## config.mk

```make
export PLATFORM = sky130hd
export DESIGN_NAME = vec_reorder_seq
export DESIGN_NICKNAME = d
export VERILOG_FILES = /design/src/rtl/vrs_pkg.sv /design/src/rtl/vrs_offset_walker.sv /design/src/rtl/vrs_datapath.sv /design/src/rtl/vrs_control.sv /design/src/rtl/vec_reorder_seq.sv
export SDC_FILE = /design/constraint.sdc
export NUM_CORES = 1
export LEC_CHECK = 0
export ABC_AREA = 1
export BUFFER_PORTS_ARGS = -buffer_cell sky130_fd_sc_hd__clkbuf_2
export CELL_PAD_IN_SITES_DETAIL_PLACEMENT = 1
export CELL_PAD_IN_SITES_GLOBAL_PLACEMENT = 1
export CORE_MARGIN = 2
export CORE_UTILIZATION = 45
export DETAILED_ROUTE_END_ITERATION = 16
export GPL_TIMING_DRIVEN = 0
export PLACE_DENSITY_LB_ADDON = 0.1
export SLEW_MARGIN = 20
export SYNTH_ARGS = -nofsm -noshare
export SYNTH_HDL_FRONTEND = slang
export SYNTH_HIERARCHICAL = 1
export SYNTH_SLANG_ARGS = --single-unit
export TNS_END_PERCENT = 50
```

## constraint.sdc

```tcl
create_clock -name clk -period 4 [get_ports clk]
set_clock_uncertainty 0.15 [all_clocks]
set_input_delay 0.4 -clock clk [delete_from_list [all_inputs] [get_ports clk]]
set_output_delay 0.4 -clock clk [all_outputs]
set_load 0.005 [all_outputs]
```

## src/rtl/vrs_pkg.sv

```systemverilog
package vrs_pkg;

  typedef enum logic [1:0] {
    ST_IDLE  = 2'd0,
    ST_RUN   = 2'd1,
    ST_EMPTY = 2'd2
  } seqState_e;

  // strobes from control to datapath
  typedef struct packed {
    logic load;    // latch configuration, clear walkers
    logic step;    // handshake accepted, advance one pair
    logic rowEnd;  // current pair is the last component of its element
  } seqStrobe_t;

  // positions inside the mode selector
  localparam int MODE_PACK_BIT   = 0;
  localparam int MODE_UNPACK_BIT = 1;

endpackage

```

## src/rtl/vrs_offset_walker.sv

```systemverilog
module vrs_offset_walker
  import vrs_pkg::*;
#(
  parameter int VL_W  = 7,
  parameter int SUB_W = 2,
  parameter int OFS_W = 8
) (
  input  logic             clk,
  input  logic             rstN,
  input  seqStrobe_t       strobe,
  input  logic             planar,
  input  logic [VL_W-1:0]  cfgVl,
  input  logic [SUB_W-1:0] cfgSubM1,
  output logic [OFS_W-1:0] ofs
);

  logic [OFS_W-1:0] ofsQ;
  logic [OFS_W-1:0] rowBaseQ;
  logic [OFS_W-1:0] stride;
  logic [OFS_W-1:0] rowInc;
  logic [OFS_W-1:0] nextBase;

  // Within an element, planar moves by VL and element layout by 1.
  // At an element boundary, the row base moves by 1 (planar) or by S (element).
  always_comb begin
    stride   = planar ? OFS_W'(cfgVl) : OFS_W'(1);
    rowInc   = planar ? OFS_W'(1) : (OFS_W'(cfgSubM1) + OFS_W'(1));
    nextBase = rowBaseQ + rowInc;
  end

  always_ff @(posedge clk or negedge rstN) begin
    if (!rstN) begin
      ofsQ     <= '0;
      rowBaseQ <= '0;
    end else if (strobe.load) begin
      ofsQ     <= '0;
      rowBaseQ <= '0;
    end else if (strobe.step) begin
      if (strobe.rowEnd) begin
        rowBaseQ <= nextBase;
        ofsQ     <= nextBase;
      end else begin
        ofsQ     <= ofsQ + stride;
      end
    end
  end

  assign ofs = ofsQ;

  AST_ELEM_UNIT_STRIDE: assert property (@(posedge clk) disable iff (!rstN)
    (strobe.step && !planar) |=> (ofs == OFS_W'($past(ofs) + OFS_W'(1))));

  AST_PLANAR_VL_STRIDE: assert property (@(posedge clk) disable iff (!rstN)
    (strobe.step && planar && !strobe.rowEnd) |=>
      (ofs == OFS_W'($past(ofs) + OFS_W'($past(cfgVl)))));

endmodule

```

## src/rtl/vrs_datapath.sv

```systemverilog
module vrs_datapath
  import vrs_pkg::*;
#(
  parameter int VL_W  = 7,
  parameter int SUB_W = 2,
  parameter int OFS_W = 8
) (
  input  logic             clk,
  input  logic             rstN,
  input  seqStrobe_t       strobe,
  input  logic [VL_W-1:0]  vecLen,
  input  logic [SUB_W-1:0] subLenM1,
  input  logic [1:0]       modeSel,
  output logic [VL_W-1:0]  cfgVl,
  output logic [SUB_W-1:0] cfgSubM1,
  output logic             cfgPack,
  output logic             cfgUnpack,
  output logic [OFS_W-1:0] srcOfs,
  output logic [OFS_W-1:0] dstOfs
);

  logic [VL_W-1:0]  vlQ;
  logic [SUB_W-1:0] subM1Q;
  logic [1:0]       modeQ;

  always_ff @(posedge clk or negedge rstN) begin
    if (!rstN) begin
      vlQ    <= '0;
      subM1Q <= '0;
      modeQ  <= '0;
    end else if (strobe.load) begin
      vlQ    <= vecLen;
      subM1Q <= subLenM1;
      modeQ  <= modeSel;
    end
  end

  assign cfgVl     = vlQ;
  assign cfgSubM1  = subM1Q;
  assign cfgPack   = modeQ[MODE_PACK_BIT];
  assign cfgUnpack = modeQ[MODE_UNPACK_BIT];

  // side 0 = source (pack bit), side 1 = destination (unpack bit)
  logic [OFS_W-1:0] sideOfs [2];

  for (genvar g = 0; g < 2; g++) begin : g_side
    vrs_offset_walker #(
      .VL_W  (VL_W),
      .SUB_W (SUB_W),
      .OFS_W (OFS_W)
    ) i_walker (
      .clk      (clk),
      .rstN     (rstN),
      .strobe   (strobe),
      .planar   (modeQ[g]),
      .cfgVl    (vlQ),
      .cfgSubM1 (subM1Q),
      .ofs      (sideOfs[g])
    );
  end

  assign srcOfs = sideOfs[0];
  assign dstOfs = sideOfs[1];

endmodule

```

## src/rtl/vrs_control.sv

```systemverilog
module vrs_control
  import vrs_pkg::*;
#(
  parameter int VL_W  = 7,
  parameter int SUB_W = 2
) (
  input  logic             clk,
  input  logic             rstN,
  input  logic             seqStart,
  input  logic             pairReady,
  input  logic [VL_W-1:0]  vecLen,
  input  logic [VL_W-1:0]  cfgVl,
  input  logic [SUB_W-1:0] cfgSubM1,
  output seqStrobe_t       strobe,
  output logic             pairValid,
  output logic             seqDone
);

  seqState_e        stateQ, stateD;
  logic [VL_W-1:0]  elemIdxQ;
  logic [SUB_W-1:0] subIdxQ;
  logic             rowEnd;
  logic             lastPair;
  logic             accept;
  logic             step;

  always_comb begin
    rowEnd    = (subIdxQ == cfgSubM1);
    lastPair  = rowEnd && (elemIdxQ == (cfgVl - VL_W'(1)));
    accept    = (stateQ == ST_IDLE) && seqStart;
    pairValid = (stateQ == ST_RUN);
    step      = pairValid && pairReady;
    seqDone   = (stateQ == ST_EMPTY) || (pairValid && lastPair);

    strobe.load   = accept;
    strobe.step   = step;
    strobe.rowEnd = rowEnd;
  end

  always_comb begin
    stateD = stateQ;
    unique case (stateQ)
      ST_IDLE:  if (seqStart) stateD = (vecLen == '0) ? ST_EMPTY : ST_RUN;
      ST_RUN:   if (step && lastPair) stateD = ST_IDLE;
      ST_EMPTY: stateD = ST_IDLE;
      default:  stateD = ST_IDLE;
    endcase
  end

  always_ff @(posedge clk or negedge rstN) begin
    if (!rstN) begin
      stateQ   <= ST_IDLE;
      elemIdxQ <= '0;
      subIdxQ  <= '0;
    end else begin
      stateQ <= stateD;
      if (accept) begin
        elemIdxQ <= '0;
        subIdxQ  <= '0;
      end else if (step) begin
        if (rowEnd) begin
          subIdxQ  <= '0;
          elemIdxQ <= elemIdxQ + VL_W'(1);
        end else begin
          subIdxQ  <= subIdxQ + SUB_W'(1);
        end
      end
    end
  end

  AST_START_LATENCY: assert property (@(posedge clk) disable iff (!rstN)
    ((stateQ == ST_IDLE) && seqStart && (vecLen != '0)) |=> pairValid);

  AST_DONE_RETIRES: assert property (@(posedge clk) disable iff (!rstN)
    (seqDone && pairValid && pairReady) |=> !pairValid);

  AST_EMPTY_ONE_PULSE: assert property (@(posedge clk) disable iff (!rstN)
    (seqDone && !pairValid) |=> !seqDone);

  AST_IDX_IN_RANGE: assert property (@(posedge clk) disable iff (!rstN)
    pairValid |-> ((elemIdxQ < cfgVl) && (subIdxQ <= cfgSubM1)));

endmodule

```

## src/rtl/vec_reorder_seq.sv

```systemverilog
module vec_reorder_seq
  import vrs_pkg::*;
#(
  parameter  int MAX_VL  = 64,
  parameter  int MAX_SUB = 4,
  localparam int VL_W    = $clog2(MAX_VL + 1),
  localparam int SUB_W   = $clog2(MAX_SUB),
  localparam int OFS_W   = $clog2(MAX_VL * MAX_SUB)
) (
  input  logic             clk,
  input  logic             rstN,
  input  logic             seqStart,
  input  logic [VL_W-1:0]  vecLen,
  input  logic [SUB_W-1:0] subLenM1,
  input  logic [1:0]       modeSel,
  input  logic             pairReady,
  output logic [OFS_W-1:0] srcOfs,
  output logic [OFS_W-1:0] dstOfs,
  output logic             pairValid,
  output logic             seqDone
);

  seqStrobe_t       strobe;
  logic [VL_W-1:0]  cfgVl;
  logic [SUB_W-1:0] cfgSubM1;
  logic             cfgPack;
  logic             cfgUnpack;

  vrs_control #(
    .VL_W  (VL_W),
    .SUB_W (SUB_W)
  ) i_control (
    .clk       (clk),
    .rstN      (rstN),
    .seqStart  (seqStart),
    .pairReady (pairReady),
    .vecLen    (vecLen),
    .cfgVl     (cfgVl),
    .cfgSubM1  (cfgSubM1),
    .strobe    (strobe),
    .pairValid (pairValid),
    .seqDone   (seqDone)
  );

  vrs_datapath #(
    .VL_W  (VL_W),
    .SUB_W (SUB_W),
    .OFS_W (OFS_W)
  ) i_datapath (
    .clk       (clk),
    .rstN      (rstN),
    .strobe    (strobe),
    .vecLen    (vecLen),
    .subLenM1  (subLenM1),
    .modeSel   (modeSel),
    .cfgVl     (cfgVl),
    .cfgSubM1  (cfgSubM1),
    .cfgPack   (cfgPack),
    .cfgUnpack (cfgUnpack),
    .srcOfs    (srcOfs),
    .dstOfs    (dstOfs)
  );

  AST_HOLD_UNDER_STALL: assert property (@(posedge clk) disable iff (!rstN)
    (pairValid && !pairReady) |=>
      (pairValid && $stable(srcOfs) && $stable(dstOfs)));

  AST_SAME_LAYOUT_EQUAL: assert property (@(posedge clk) disable iff (!rstN)
    (pairValid && (cfgPack == cfgUnpack)) |-> (srcOfs == dstOfs));

endmodule

```

After elaboration in Yosys (flattened, before gate mapping)
Cells that the tools add are included.

Equal/unequal tests: 6. Muxes and demuxes: 26. Reduce and logical (&&, ||, !) cells: 12. Add/sub/neg operators: 8.

Operator list (number): $mux 8 (13); $mux 7 (5); $add 8x8->8 (3); $mux 2 (6); $add 8x3->8 (1); $add 7x1->7 const B (1); $eq 7x7->1 (1); $logic_not 7->1 (1); $sub 7x1->7 const B (1); $logic_and 1x1->1 (5); $pmux 2 s2 (1); $reduce_and 2->1 (2); $reduce_bool 2->1 (2); $add 2x1->3 const B (1); $mux 3 (1); $add 2x1->2 const B (1); $eq 2x1->1 const B (1); $eq 2x2->1 (1); $eq 2x2->1 const B (1); $logic_not 2->1 (1); $ne 2x1->1 const B (1); $ne 2x2->1 const B (1); $logic_or 1x1->1 (1).

Input port bits: 15. Flip-flop bits (word level): 54.

Depth between registers and ports, before layout
Depth after elaboration: 6. Mapped depth: 13.

Hierarchy
The synthesis kept the hierarchy.

Modules (own cells, without submodules): vrs_offset_walker (i_datapath.g_side[0].i_walker) (area an instance 1307.5 µm², cells each 190, seq. area each 400.4 µm², times used 1); vrs_offset_walker (i_datapath.g_side[1].i_walker) (area an instance 1305.0 µm², cells each 190, seq. area each 400.4 µm², times used 1); vrs_control (area an instance 938.4 µm², cells each 146, seq. area each 275.3 µm², times used 1); vrs_datapath (area an instance 421.7 µm², cells each 47, seq. area each 275.3 µm², times used 1).

Worst setup path before layout
No wires, ideal clock.

Path type: flip-flop to flip-flop. Start: register i_datapath.modeQ[0]. End: register i_datapath.g_side[0].i_walker.ofsQ[6]. Cell stages (with the launch flop): 14. Setup slack: 1774 ps. Path buffers: 1. Library setup time: 117 ps. Arrival time: 1959 ps. Cell sequence: dfrtp_1 > clkbuf_1 > inv_1 > or2_2 > ha_1 > fa_1 > nand2_1 > nand2_1 > nand3b_1 > nand2_1 > nand2_1 > nand3_1 > nand3_1 > nand2_1.

Longest elaborated chain between the ends: 5. Elaborated cells between the ends (all ways): 7. Those cells by class: add/sub: 2; mux: 5.

Ends and longest elaborated chain: start: declaration (line vrs_datapath.sv:24) `logic [1:0] modeQ;`; start signal: assignment (line vrs_datapath.sv:34) `modeQ <= modeSel;`; $mux 7 / $mux 3 (equally long branches) (line vrs_offset_walker.sv:26, vrs_offset_walker.sv:27); $add 8x8->8 / $add 8x3->8 (equally long branches) (line vrs_offset_walker.sv:43, vrs_offset_walker.sv:28); $mux 8 * (line vrs_offset_walker.sv:39) `if (strobe.rowEnd) begin`; $mux 8 * (line vrs_offset_walker.sv:38) `end else if (strobe.step) begin`; $mux 8 * (line vrs_offset_walker.sv:35) `end else if (strobe.load) begin`; end signal: assignment (line vrs_offset_walker.sv:41) `ofsQ <= nextBase;`; end signal: assignment (line vrs_offset_walker.sv:43) `ofsQ <= ofsQ + stride;`; end: declaration (line vrs_offset_walker.sv:17) `logic [OFS_W-1:0] ofsQ;`.

Mark *: on every way between the ends. The rest lies on a longest branch, timed or not. The select of a mux whose other input is x is not followed. A chain may end at the register's enable or synchronous reset.

Worst setup path after layout
Start: register i_datapath.vlQ[0] (netlist: i_datapath/cfgVl[0]). End: output port seqDone.

Longest elaborated chain between the ends: 5.

Ends and longest elaborated chain: start: declaration (line vrs_datapath.sv:22) `logic [VL_W-1:0] vlQ;`; start signal: assignment (line vrs_datapath.sv:32) `vlQ <= vecLen;`; $sub 7x1->7 (line vrs_control.sv:29) `lastPair = rowEnd && (elemIdxQ == (cfgVl - VL_W'(1)));`; $eq 7x7->1 (line vrs_control.sv:29); $logic_and 1x1->1 (line vrs_control.sv:29); $logic_and 1x1->1 (line vrs_control.sv:33) `seqDone = (stateQ == ST_EMPTY) || (pairValid && lastPair);`; $logic_or 1x1->1 (line vrs_control.sv:33); end: declaration (line vec_reorder_seq.sv:20) `output logic seqDone`.

No other way between the ends.

==> impl_metrics.env <==
export IMPL_synth_edf_count=0
export IMPL_reg2reg_to="i_datapath/g_side[1].i_walker/ofs[6]$_DFFE_PN0P_"
export IMPL_yosysTopAreaCellShare_pct=34.0
export IMPL_syn_cell_area_um2=3970
export IMPL_synth_cells=573
export IMPL_die_w_um=98.0
export IMPL_tritoncts="yes"
export IMPL_syn_mean_instance_area_um2=6.93
export IMPL_placement_io_buffers=32
export IMPL_grt_pass1_vias=3923
export IMPL_core_um2=8640
export IMPL_seq_area_frac_synth_pct=34.0
export IMPL_grt_max_degree=35
export IMPL_p_comb_share_pct=59.4
export IMPL_crit_top_cell="nand2_1"
export IMPL_hold_viol=0
export IMPL_internal_power_w=0.00173
export IMPL_clock_sinks=54
export IMPL_reg2reg_from="i_datapath/modeQ[1]$_DFFE_PN0P_"
export IMPL_hp_class="in -> reg"
export IMPL_cpPeakStageDelay_ns=0.53
export IMPL_layout_common_cells="nand2_1 (205), inv_1 (89), nand3_1 (55), dfrtp_1 (54), clkbuf_2 (31)"
export IMPL_hold_path_end="i_datapath/modeQ[0]$_DFFE_PN0P_"
export IMPL_via_per_inst=5.16
export IMPL_outcome="complete, no violations"
export IMPL_worstPathArrival_ns=2.08
export IMPL_routed_wl_um=10800
export IMPL_period_minus_slack_ns=2.63
export IMPL_initial_core_util_pct=46.0
export IMPL_row_count=34
export IMPL_critPathMaxFanout=6
export IMPL_die_area_um2=9600
export IMPL_powerDensity_nw_per_um2=792
export IMPL_vias=3733
export IMPL_critPathKind="reg -> out"
export IMPL_cts_buffer_depth=2
export IMPL_finalSetupViolations=0
export IMPL_slew_headroom_pct=72.1
export IMPL_vdd_drop_max_mv=0.273
export IMPL_avgRoutedWirePerCell_um=14.9
export IMPL_die_h_um=98.0
export IMPL_yosysUniqueCellTypes=34
export IMPL_ant_nets=0
export IMPL_max_freq_mhz=380
export IMPL_cts_resized=0
export IMPL_n_antenna_cell=0
export IMPL_pwr_share_seq_pct=29.9
export IMPL_finalMaxSlewViolations=0
export IMPL_nets=657
export IMPL_layout_commonest_cell="nand2_1"
export IMPL_cts_root_buf="clkbuf_8"
export IMPL_clk_latency_ns=0.32
export IMPL_required_ns=3.45
export IMPL_power_leakage_nw=2.53
export IMPL_tightestPinTransition_ns=0.419
export IMPL_groute_usage_overall_pct=23.5
export IMPL_ios=33
export IMPL_synth_main_ff_cell="dfrtp_1"
export IMPL_area_delta_synth_final_pct=11.0
export IMPL_min_path_cells=3
export IMPL_synth_area_leaders="dfrtp_1 (34%), nand2_1 (19%), inv_1 (8.4%)"
export IMPL_worstSetupStartpointType="flop"
export IMPL_synth_nets=616
export IMPL_fin_total_pwr_w=0.00349
export IMPL_post_route_period_util_pct=65.8
export IMPL_htreeDepth=2
export IMPL_p_sw_share_pct=50.5
export IMPL_grt_overflow_total=0
export IMPL_power_switching_w=0.00176
export IMPL_drcViolationCount=0
export IMPL_cpMaxStageDelayCell="dfrtp_1"
export IMPL_yosys_warnings=6
export IMPL_dp_hpwl_um=8690
export IMPL_numCtsBuffers=5
export IMPL_grt_pass1_wl_um=18300
export IMPL_layout_drive_gt1_share_pct=13.2
export IMPL_antenna_found_initial=0
export IMPL_worstHoldStart="modeSel[0]"
export IMPL_fin_tns_setup_ns=0
export IMPL_async_reset_ff_share_pct=100
export IMPL_synth_top_area_cell="dfrtp_1"
export IMPL_cap_viol_max_count=0
export IMPL_clkPwrFrac_pct=10.8
export IMPL_postCtsSetupBuffers=0
export IMPL_first_pass_iters=6
export IMPL_r2r_cells=13
export IMPL_ff2ff_setup_slack_ns=1.44
export IMPL_ys_ff_latch=54
export IMPL_drt_initial_drc_count=96
export IMPL_gp_congestion=0.862
export IMPL_end_kind="output port"
export IMPL_cts_reportedPaths_clkPinSlew_ns=0.10
export IMPL_path_cells="inv_1 > ha_1 > inv_1 > nand2_1 > nand2_1 > nand2_1 > nor2_1 > nand3_1 > nor2_1 > nand3_1 > nand2_1 > clkbuf_2"
export IMPL_rsz0062_at_grt="no"
routing by layer:
metal | track usage (%) | vias to the layer above | wire (um)
met5 | 0 | - | 0
met1 | 28.1 | 1788 | 4820
met2 | 43.9 | 41 | 5530
li1 | - | 1888 | -
met3 | 2.72 | 16 | 215
met4 | 7.16 | 0 | 240
how the worst max path moves through the flow:
stage	startpoint	end	slack (ns)	cells past startpoint
floorplan	i_datapath/modeQ[0]$_DFFE_PN0P_	i_datapath/g_side[0].i_walker/ofs[6]$_DFFE_PN0P_	1.77	13
global placement	i_datapath/modeQ[1]$_DFFE_PN0P_	i_datapath/g_side[1].i_walker/ofs[6]$_DFFE_PN0P_	1.55	13
detailed placement	i_datapath/modeQ[1]$_DFFE_PN0P_	i_datapath/g_side[1].i_walker/ofs[6]$_DFFE_PN0P_	1.45	13
CTS	i_datapath/cfgVl[0]$_DFFE_PN0P_	seqDone	1.31	12
global route	i_datapath/cfgVl[0]$_DFFE_PN0P_	seqDone	1.14	12
finish	i_datapath/cfgVl[0]$_DFFE_PN0P_	seqDone	1.37	12
kinds of logic after synthesis:
kind of cell | Yosys count | share of synthesized area, %
AOI/OAI and AO/OA | 53 | 7.59
xor gates and xnor gates | 10 | 2.20
adders and majority gates | 28 | 9.57
DFF | 54 | 34.0
buffers and inverters | 105 | 10.9
and+or+nand+nor | 323 | 35.7
final cells by class:
class / count / area [um2]
Clock inverter: 2 / 37.5
Fill cell: 1162 / 4230
Sequential cell: 54 / 1350
Timing Repair Buffer: 34 / 193
Tap cell: 108 / 135
Clock buffer: 6 / 72.6
Buffer: 10 / 70.1
Multi-Input combinational cell: 414 / 2190
Inverter: 95 / 362
flip-flops by register name, summed over array words and instances, names as in the netlist:
| name | flops |
|---|---|
| i_datapath/g_side.i_walker/ofs | 16 |
| i_datapath/cfgVl | 7 |
| i_control/subIdxQ | 2 |
| i_datapath/modeQ | 2 |
| i_control/elemIdxQ | 7 |
| i_control/stateQ | 2 |
| i_datapath/cfgSubM1 | 2 |
| i_datapath/g_side.i_walker/rowBaseQ | 16 |
cells in the mapped netlist, types with 5 or more instances:
| cell type | number |
|---|---|
| dfrtp_1 | 54 |
| inv_2 | 5 |
| o21ai_0 | 25 |
| nor2_2 | 5 |
| nand4_1 | 10 |
| a21oi_1 | 12 |
| nand3_1 | 55 |
| ha_1 | 24 |
| nand2_2 | 5 |
| nand2_1 | 205 |
| inv_1 | 89 |
| xor2_1 | 6 |
| o22ai_1 | 6 |
| a21oi_2 | 5 |
| nor2_1 | 25 |
power groups by stage:
stage	Combinational [W]	Clock [W]	Sequential, W
detailed placement	0.00209	0	0.00105
finish	0.00207	0.000377	0.00104
floorplan	0.00152	0	0.000973
global route	0.00240	0.000411	0.00109
CTS	0.00210	0.000397	0.00104
global placement	0.00197	0	0.00104
metrics by stage:
| step | worst slack [ns] | hold WS (ns) | instance area, um2 | std cells | utilization [%] |
|---|---|---|---|---|---|
| global route | 1.14 | 0.157 | 4410 | 723 | 51.1 |
| CTS | 1.31 | 0.140 | 4410 | 723 | 51.1 |
| detailed placement | 1.45 | 0.200 | 4290 | 714 | 49.7 |
| finish | 1.37 | 0.146 | 4410 | 723 | 51.1 |
| global placement | 1.55 | 0.305 | 4270 | 713 | 49.4 |
| floorplan | 1.77 | -0.0456 | 3970 | 573 | - |
worst max-delay path, delay by kind of cell, from the launching register on:
family	cells	cell delay, ns
simple gates	8	0.61
buf+inv	3	0.31
flops	1	0.53
fa+ha+maj	1	0.33
repair_timing:
item,4_1_cts,5_1_grt
endpoints found under the setup margin,0,0
hold buffers,1,0
endpoints found under the hold margin,20,0
Power figures use the tool's default switching activity.
